`config.mk`:
```
export PLATFORM = sky130hd
export DESIGN_NAME = fp32_mul_pipe
export DESIGN_NICKNAME = d
export VERILOG_FILES = /design/src/rtl/fp32_mul_pkg.sv /design/src/rtl/fp32_opread.sv /design/src/rtl/fp32_stage1.sv /design/src/rtl/fp32_round.sv /design/src/rtl/fp32_mul_pipe.sv
export SDC_FILE = /design/constraint.sdc
export NUM_CORES = 2
export LEC_CHECK = 0
export BUFFER_PORTS_ARGS = -buffer_cell sky130_fd_sc_hd__clkbuf_2
export CAP_MARGIN = 0
export CELL_PAD_IN_SITES_DETAIL_PLACEMENT = 1
export CELL_PAD_IN_SITES_GLOBAL_PLACEMENT = 1
export CORE_MARGIN = 3
export CORE_UTILIZATION = 45
export DETAILED_ROUTE_END_ITERATION = 8
export GPL_TIMING_DRIVEN = 0
export PLACE_DENSITY_LB_ADDON = 0.1
export SYNTH_ARGS = -nofsm -noshare
export SYNTH_HDL_FRONTEND = slang
export SYNTH_SLANG_ARGS = --single-unit
```
`constraint.sdc`:
```
create_clock -name clk -period 6.44 [get_ports clk]
set_input_delay 0.966 -clock clk [delete_from_list [all_inputs] [get_ports clk]]
set_output_delay 0.966 -clock clk [all_outputs]
set_load 0.005 [all_outputs]
```
`src/rtl/fp32_mul_pkg.sv`:
```
package fp32_mul_pkg;

    localparam int EXP_W  = 8;
    localparam int FRAC_W = 23;
    localparam int SIG_W  = FRAC_W + 1;
    localparam int PROD_W = 2 * SIG_W;
    localparam int ESUM_W = EXP_W + 2;
    localparam int WORD_W = 1 + EXP_W + FRAC_W;
    localparam int BIAS   = (1 << (EXP_W - 1)) - 1;
    localparam int EXP_MAX_NORM = (1 << EXP_W) - 2;
    localparam logic [WORD_W-1:0] QNAN_WORD = {1'b0, {EXP_W{1'b1}}, 1'b1, {(FRAC_W-1){1'b0}}};
    localparam logic [WORD_W-2:0] MAX_MAG   = {{(EXP_W-1){1'b1}}, 1'b0, {FRAC_W{1'b1}}};

    typedef struct packed {
        logic              sign;
        logic [EXP_W-1:0]  exp;
        logic [FRAC_W-1:0] frac;
    } sp_t;

    typedef enum logic [1:0] {
        RM_NEAR = 2'b00,
        RM_ZERO = 2'b01,
        RM_UP   = 2'b10,
        RM_DOWN = 2'b11
    } rmode_e;

    typedef enum logic [2:0] {
        CL_ZERO,
        CL_DENORM,
        CL_NORMAL,
        CL_INF,
        CL_QNAN,
        CL_SNAN
    } fclass_e;

    typedef enum logic [1:0] {
        SP_ZERO = 2'b00,
        SP_NUM  = 2'b01,
        SP_INF  = 2'b10,
        SP_NAN  = 2'b11
    } spec_e;

    typedef struct packed {
        logic ovf;
        logic unf;
        logic inv;
        logic inx;
    } flags_t;

    typedef struct packed {
        logic              sign;
        spec_e             kind;
        logic              inv;
        logic [ESUM_W-1:0] esum;
        logic [PROD_W-1:0] prod;
        rmode_e            rm;
        logic              fast;
    } stage1_t;

    function automatic fclass_e classify(input sp_t v);
        fclass_e c;
        if (v.exp == '1) begin
            if (v.frac == '0)
                c = CL_INF;
            else if (v.frac[FRAC_W-1])
                c = CL_QNAN;
            else
                c = CL_SNAN;
        end else if (v.exp == '0) begin
            c = (v.frac == '0) ? CL_ZERO : CL_DENORM;
        end else begin
            c = CL_NORMAL;
        end
        return c;
    endfunction

    function automatic logic round_inc(input rmode_e rm, input logic sign,
                                       input logic lsb, input logic rbit,
                                       input logic sticky);
        logic inc;
        case (rm)
            RM_NEAR: inc = rbit & (sticky | lsb);
            RM_ZERO: inc = 1'b0;
            RM_UP:   inc = ~sign & (rbit | sticky);
            default: inc = sign & (rbit | sticky);
        endcase
        return inc;
    endfunction

    function automatic logic ovf_to_inf(input rmode_e rm, input logic sign);
        logic r;
        case (rm)
            RM_NEAR: r = 1'b1;
            RM_ZERO: r = 1'b0;
            RM_UP:   r = ~sign;
            default: r = sign;
        endcase
        return r;
    endfunction

endpackage

```
`src/rtl/fp32_opread.sv`:
```
module fp32_opread
    import fp32_mul_pkg::*;
(
    input  sp_t     raw,
    input  logic    abs_en,
    output sp_t     val,
    output fclass_e cls
);
    always_comb begin
        val      = raw;
        val.sign = raw.sign & ~abs_en;
        cls      = classify(raw);
    end
endmodule

```
`src/rtl/fp32_stage1.sv`:
```
module fp32_stage1
    import fp32_mul_pkg::*;
(
    input  sp_t     opa,
    input  sp_t     opb,
    input  fclass_e cla,
    input  fclass_e clb,
    input  rmode_e  rm,
    input  logic    fast,
    output stage1_t s1
);
    logic a_nan, b_nan, any_snan;
    logic a_zero, b_zero, a_inf, b_inf;
    logic [SIG_W-1:0] sig_a, sig_b;

    always_comb begin
        a_nan    = (cla == CL_QNAN) || (cla == CL_SNAN);
        b_nan    = (clb == CL_QNAN) || (clb == CL_SNAN);
        any_snan = (cla == CL_SNAN) || (clb == CL_SNAN);
        // denormal operands are handled as zero
        a_zero   = (cla == CL_ZERO) || (cla == CL_DENORM);
        b_zero   = (clb == CL_ZERO) || (clb == CL_DENORM);
        a_inf    = (cla == CL_INF);
        b_inf    = (clb == CL_INF);
        sig_a    = {1'b1, opa.frac};
        sig_b    = {1'b1, opb.frac};

        s1.sign  = opa.sign ^ opb.sign;
        s1.rm    = rm;
        s1.fast  = fast;
        s1.inv   = 1'b0;
        s1.esum  = {2'b00, opa.exp} + {2'b00, opb.exp} - ESUM_W'(BIAS);
        s1.prod  = sig_a * sig_b;

        if (a_nan || b_nan) begin
            s1.kind = SP_NAN;
            s1.inv  = any_snan;
        end else if ((a_zero && b_inf) || (a_inf && b_zero)) begin
            s1.kind = SP_NAN;
            s1.inv  = 1'b1;
        end else if (a_inf || b_inf) begin
            s1.kind = SP_INF;
        end else if (a_zero || b_zero) begin
            s1.kind = SP_ZERO;
        end else begin
            s1.kind = SP_NUM;
        end
    end
endmodule

```
`src/rtl/fp32_round.sv`:
```
module fp32_round
    import fp32_mul_pkg::*;
(
    input  stage1_t           s1,
    output logic [WORD_W-1:0] res,
    output flags_t            flg
);
    logic                     hi;
    logic [SIG_W-1:0]         mant;
    logic                     rbit, sticky, inc, carry, lost;
    logic [SIG_W:0]           sum;
    logic [SIG_W-1:0]         mant_r;
    logic signed [ESUM_W-1:0] e_norm, e_fin;

    always_comb begin
        hi     = s1.prod[PROD_W-1];
        mant   = hi ? s1.prod[PROD_W-1 -: SIG_W] : s1.prod[PROD_W-2 -: SIG_W];
        rbit   = hi ? s1.prod[SIG_W-1] : s1.prod[SIG_W-2];
        sticky = hi ? (|s1.prod[SIG_W-2:0]) : (|s1.prod[SIG_W-3:0]);
        lost   = rbit | sticky;
        inc    = round_inc(s1.rm, s1.sign, mant[0], rbit, sticky);
        sum    = {1'b0, mant} + {{SIG_W{1'b0}}, inc};
        carry  = sum[SIG_W];
        mant_r = carry ? sum[SIG_W:1] : sum[SIG_W-1:0];
        e_norm = $signed(s1.esum) + $signed({{(ESUM_W-1){1'b0}}, hi});
        e_fin  = e_norm + $signed({{(ESUM_W-1){1'b0}}, carry});

        res = '0;
        flg = '0;
        case (s1.kind)
            SP_ZERO: res = {s1.sign, {(WORD_W-1){1'b0}}};
            SP_INF:  res = {s1.sign, {EXP_W{1'b1}}, {FRAC_W{1'b0}}};
            SP_NAN: begin
                res     = QNAN_WORD;
                flg.inv = s1.inv;
            end
            default: begin
                if (e_fin > ESUM_W'(EXP_MAX_NORM)) begin
                    flg.ovf = 1'b1;
                    flg.inx = 1'b1;
                    if (ovf_to_inf(s1.rm, s1.sign))
                        res = {s1.sign, {EXP_W{1'b1}}, {FRAC_W{1'b0}}};
                    else
                        res = {s1.sign, MAX_MAG};
                end else if (e_fin < ESUM_W'(1)) begin
                    res     = {s1.sign, {(WORD_W-1){1'b0}}};
                    flg.unf = 1'b1;
                    flg.inx = ~s1.fast;
                end else begin
                    res     = {s1.sign, e_fin[EXP_W-1:0], mant_r[FRAC_W-1:0]};
                    flg.inx = lost;
                end
            end
        endcase
    end
endmodule

```
`src/rtl/fp32_mul_pipe.sv`:
```
module fp32_mul_pipe
    import fp32_mul_pkg::*;
(
    input  logic        clk,
    input  logic        rst,
    input  logic [31:0] op_a,
    input  logic [31:0] op_b,
    input  logic        abs_a,
    input  logic        abs_b,
    input  logic [1:0]  rnd_mode,
    input  logic        flush_zero,
    input  logic        hold_n,
    output logic [31:0] prod_out,
    output logic        flg_ovf,
    output logic        flg_unf,
    output logic        flg_inv,
    output logic        flg_inx,
    output logic        den_in
);
    localparam int N_OPS = 2;

    sp_t     raw_q  [N_OPS];
    logic    abs_q  [N_OPS];
    sp_t     use_v  [N_OPS];
    fclass_e cls_v  [N_OPS];
    rmode_e  rm_q;
    logic    fast_q;
    stage1_t s1_d, s1_q;
    logic [WORD_W-1:0] res_d, res_q;
    flags_t  flg_d, flg_q;

    // input register: operands and per-operation controls
    always_ff @(posedge clk) begin
        if (rst) begin
            for (int i = 0; i < N_OPS; i++) begin
                raw_q[i] <= '0;
                abs_q[i] <= 1'b0;
            end
            rm_q   <= RM_NEAR;
            fast_q <= 1'b0;
        end else begin
            raw_q[0] <= sp_t'(op_a);
            raw_q[1] <= sp_t'(op_b);
            abs_q[0] <= abs_a;
            abs_q[1] <= abs_b;
            rm_q     <= rmode_e'(rnd_mode);
            fast_q   <= flush_zero;
        end
    end

    for (genvar g = 0; g < N_OPS; g++) begin : g_read
        fp32_opread u_read (
            .raw    (raw_q[g]),
            .abs_en (abs_q[g]),
            .val    (use_v[g]),
            .cls    (cls_v[g])
        );
    end

    assign den_in = (cls_v[0] == CL_DENORM) || (cls_v[1] == CL_DENORM);

    fp32_stage1 u_stage1 (
        .opa  (use_v[0]),
        .opb  (use_v[1]),
        .cla  (cls_v[0]),
        .clb  (cls_v[1]),
        .rm   (rm_q),
        .fast (fast_q),
        .s1   (s1_d)
    );

    // single internal pipeline register
    always_ff @(posedge clk) begin
        if (rst) s1_q <= '0;
        else     s1_q <= s1_d;
    end

    fp32_round u_round (
        .s1  (s1_q),
        .res (res_d),
        .flg (flg_d)
    );

    // output word and flags, frozen while hold_n is low
    always_ff @(posedge clk) begin
        if (rst) begin
            res_q <= '0;
            flg_q <= '0;
        end else if (hold_n) begin
            res_q <= res_d;
            flg_q <= flg_d;
        end
    end

    assign prod_out = res_q;
    assign flg_ovf  = flg_q.ovf;
    assign flg_unf  = flg_q.unf;
    assign flg_inv  = flg_q.inv;
    assign flg_inx  = flg_q.inx;

    a_r10_hold_freezes: assert property (@(posedge clk) disable iff (rst)
        !hold_n |=> ($stable(prod_out) && $stable(flg_q)));

    a_r6_invalid_is_qnan: assert property (@(posedge clk) disable iff (rst)
        flg_inv |-> (prod_out == QNAN_WORD));

    a_r3_overflow_inexact: assert property (@(posedge clk) disable iff (rst)
        flg_ovf |-> (flg_inx && !flg_unf && prod_out[30:23] >= 8'hFE));

    a_r4_underflow_zero: assert property (@(posedge clk) disable iff (rst)
        flg_unf |-> (prod_out[30:0] == '0 && !flg_ovf));

    a_r5_fast_exact_flag: assert property (@(posedge clk) disable iff (rst)
        ($past(hold_n) && flg_unf && $past(s1_q.fast)) |-> !flg_inx);

    a_r7_special_inf_no_flag: assert property (@(posedge clk) disable iff (rst)
        (prod_out[30:0] == {8'hFF, 23'd0} && !flg_ovf) |-> (!flg_inx && !flg_inv));

endmodule

```
==> impl_metrics.tcl <==
set metrics [dict create \
    p_leak_nw 14.7 \
    synth_edf_count 0 \
    layout.nets 3888 \
    max_freq_mhz 144 \
    p_seq_share_pct 15.4 \
    seq_area_frac_synth_pct 13.1 \
    rsz0062_at_grt "true" \
    drt-initial-drc-count 1344 \
    ys.flop_type "dfxtp_1" \
    slew_headroom_pct 35.8 \
    hold_ws_ns 0.445 \
    insertion_delay_ns 0.49 \
    p_per_area_nw_per_um2 286 \
    setup.worst_path.class "reg -> reg" \
    tightest_slew_ns 0.963 \
    top_usage_layer "met2" \
    rows 87 \
    yosys_warnings 0 \
    syn_to_final_growth_pct 19.5 \
    core-area_um2 56700 \
    firstDrtPassIters 5 \
    grt_pass1_vias 23700 \
    pin_count 109 \
    crit_path_end_kind "flop" \
    die_width_um 246 \
    synthArstFlopShare_pct 0 \
    grt_util_met1_pct 41.7 \
    grt_remaining_overflow 0 \
    grt_max_degree 19 \
    met3_usage_pct 5.88 \
    wirelength_um 97400 \
    cts.sinks 170 \
    cts-root-buf "clkbuf_16" \
    grt_pass1_wl_um 147000 \
    cp.arrival_ns 7.32 \
    cts_buffers 17 \
    pwr-share-clk_pct 12.4 \
    power_frac_comb_pct 72.2 \
    htreeDepth 4 \
    power.switching_mw 4.33 \
    netlist_instances 2907 \
    cts_tree "yes" \
    synth_seq_cells 170 \
    initial_core_util_pct 45.7 \
    drc 0 \
    track_usage_pct 32.9 \
    gp_congestion 0.964 \
    crit_fanout 5 \
    fin_skew_ns 0.0135 \
    netlist_area_um2 25900 \
    path_clk_slew_ns 0.08 \
    dp_hpwl_um 74500 \
    final_antenna_net_count 0 \
    dieArea_um2 60500 \
    cts.hold.buffers_added 0 \
    grtUsageMet2_pct 54.1 \
    fin_ws_ns -0.508 \
    finalHoldViolations 0 \
    drv_cap 0 \
    via_per_inst 5.42 \
    total_power_mw 8.86 \
    dieHeight_um 246 \
    required_ns 6.82 \
    period_minus_slack_ns 6.95 \
    drive_above_1_share_pct 19.5 \
    violations "setup timing" \
    setup_viol 24 \
    yosysUniqueCellTypes 77 \
    irDropWorstVdd_uv 241 \
    routed-via-count 21200 \
    clk_path_buf_depth 2 \
    sw_frac_of_total_pct 48.9 \
    cp-start-kind "flop" \
    drv_slew 0 \
    wl_per_cell_um 24.9 \
    p_int_mw 4.53 \
    antenna_found_initial 6 \
    hp-class "reg -> reg" \
    nFillCells 6437 \
    synth_fp_nets 3649 \
    syn_avg_cell_area_um2 8.91 \
    io_buffers 107 \
    outcome "finished, violations left" \
    period_share_pct 108 \
]
[power by group through the flow]
stage / clock network, mW / registers, mW / logic, mW
2_1_floorplan: 0 / 1.33 / 3.56
3_3_place_gp: 0 / 1.39 / 4.95
3_5_place_dp: 0 / 1.39 / 5.07
4_1_cts: 1.12 / 1.36 / 5.82
5_1_grt: 1.16 / 1.38 / 7.00
6_report: 1.10 / 1.36 / 6.40
[stage by stage]
stage                     std cells  util [%]  instance area (um^2)  worst slack (ns)  TNS [ns]
after CTS                      3894      53.6                 30400            -0.499     -6.12
after global placement         3770      48.9                 27700             -1.49    -44.31
final                          3918      54.6                 31000            -0.508     -6.48
after detailed placement       3770      48.9                 27700             -1.49    -48.64
after floorplan                2907         -                 26200          0.000987         0
after global routing           3916      54.6                 31000            -0.641    -10.82
[cells in the final DEF (no fill, tap or decap), drive strengths merged, types with 33 or more instances in the layout]
| cell | instances |
|---|---|
| nor2b | 99 |
| and2 | 271 |
| xnor2 | 44 |
| a21oi | 82 |
| nor2 | 128 |
| o21ai | 46 |
| xor2 | 39 |
| dfxtp | 170 |
| nand2 | 320 |
| nand3 | 33 |
| inv | 595 |
| fa | 484 |
| clkbuf | 230 |
| ha | 186 |
| buf | 145 |
[worst max-delay path, stage by stage, from the launching register on]
cell and delay (ns):
dfxtp_4 0.42, buf_6 0.13, clkbuf_16 0.14, nand2_4 0.05
fa_1 0.56, inv_1 0.06, fa_2 0.57, inv_2 0.05
fa_1 0.48, inv_1 0.06, fa_1 0.56, fa_2 0.45
fa_1 0.51, inv_2 0.04, fa_2 0.60, inv_2 0.07
ha_4 0.28, and3_4 0.19, and4_4 0.26, nand3_4 0.09
a21oi_4 0.24, o21ai_4 0.11, a221oi_4 0.43, a311oi_2 0.17
mux2_4 0.33
[final timing paths]
check	from	end	slack, ns	depth (start not counted)
setup / recovery	raw_q[0][35]$_SDFF_PP0_	s1_q[48]$_SDFF_PP0_	-0.51	24
setup reg to reg	raw_q[0][35]$_SDFF_PP0_	s1_q[48]$_SDFF_PP0_	-0.51	24
hold reg to reg	rm_q[0]$_SDFF_PP0_	s1_q[1]$_SDFF_PP0_	0.44	1
hold / removal	rm_q[0]$_SDFF_PP0_	s1_q[1]$_SDFF_PP0_	0.44	1
[sequential cells by signal, summed over array words and instances (netlist names)]
signal / cells
abs_q: 2
flg_inx: 1
flg_inv: 1
s1_q: 65
flg_ovf: 1
raw_q: 64
rm_q: 2
flg_unf: 1
fast_q: 1
prod_out: 32
[synthesized netlist by cell type (32+ instances only)]
master,count,share of area (%)
nor2_1,127,1.8
inv_1,592,8.6
and2_1,271,6.5
nand3_1,32,0.62
ha_1,186,9.0
clkbuf_1,121,1.8
nand2_1,320,4.6
nor2b_1,99,2.4
dfxtp_1,170,13
a21oi_1,79,1.5
xnor2_1,44,1.5
fa_1,484,37
xor2_1,39,1.3
[cell families after synthesis]
kind of cell | Yosys count | synth area share [%]
flops | 170 | 13.1
mux | 40 | 1.68
buf+inv | 733 | 10.7
fa+ha+maj | 670 | 46.4
xor+xnor | 83 | 2.81
compound gates | 253 | 6.39
simple gates | 958 | 18.9
[layout make-up]
cell class	instances	area (um^2)	area share [%]
Tap cell	756	946	3.06
Timing Repair Buffer	229	1620	5.23
Multi-Input combinational cell	2004	20500	66.2
Antenna cell	3	7.51	0.0243
Sequential cell	170	3540	11.4
Buffer	128	1470	4.75
Inverter	596	2270	7.34
Clock inverter	14	175	0.566
Clock buffer	18	439	1.42
[routing by layer]
metal / wire (um) / vias to the layer above
li1: - / 9304
met1: 39100 / 10800
met2: 45000 / 846
met3: 7160 / 255
met4: 6160 / 4
met5: 30 / -
[timing repair]
item	CTS	global route
resized for setup	350	113
endpoints found under the setup margin	63	59
setup buffers	96	26
hold endpoints to repair	0	0
cloned	0	2
pin swaps	80	55
Power figures use the tool's default switching activity.
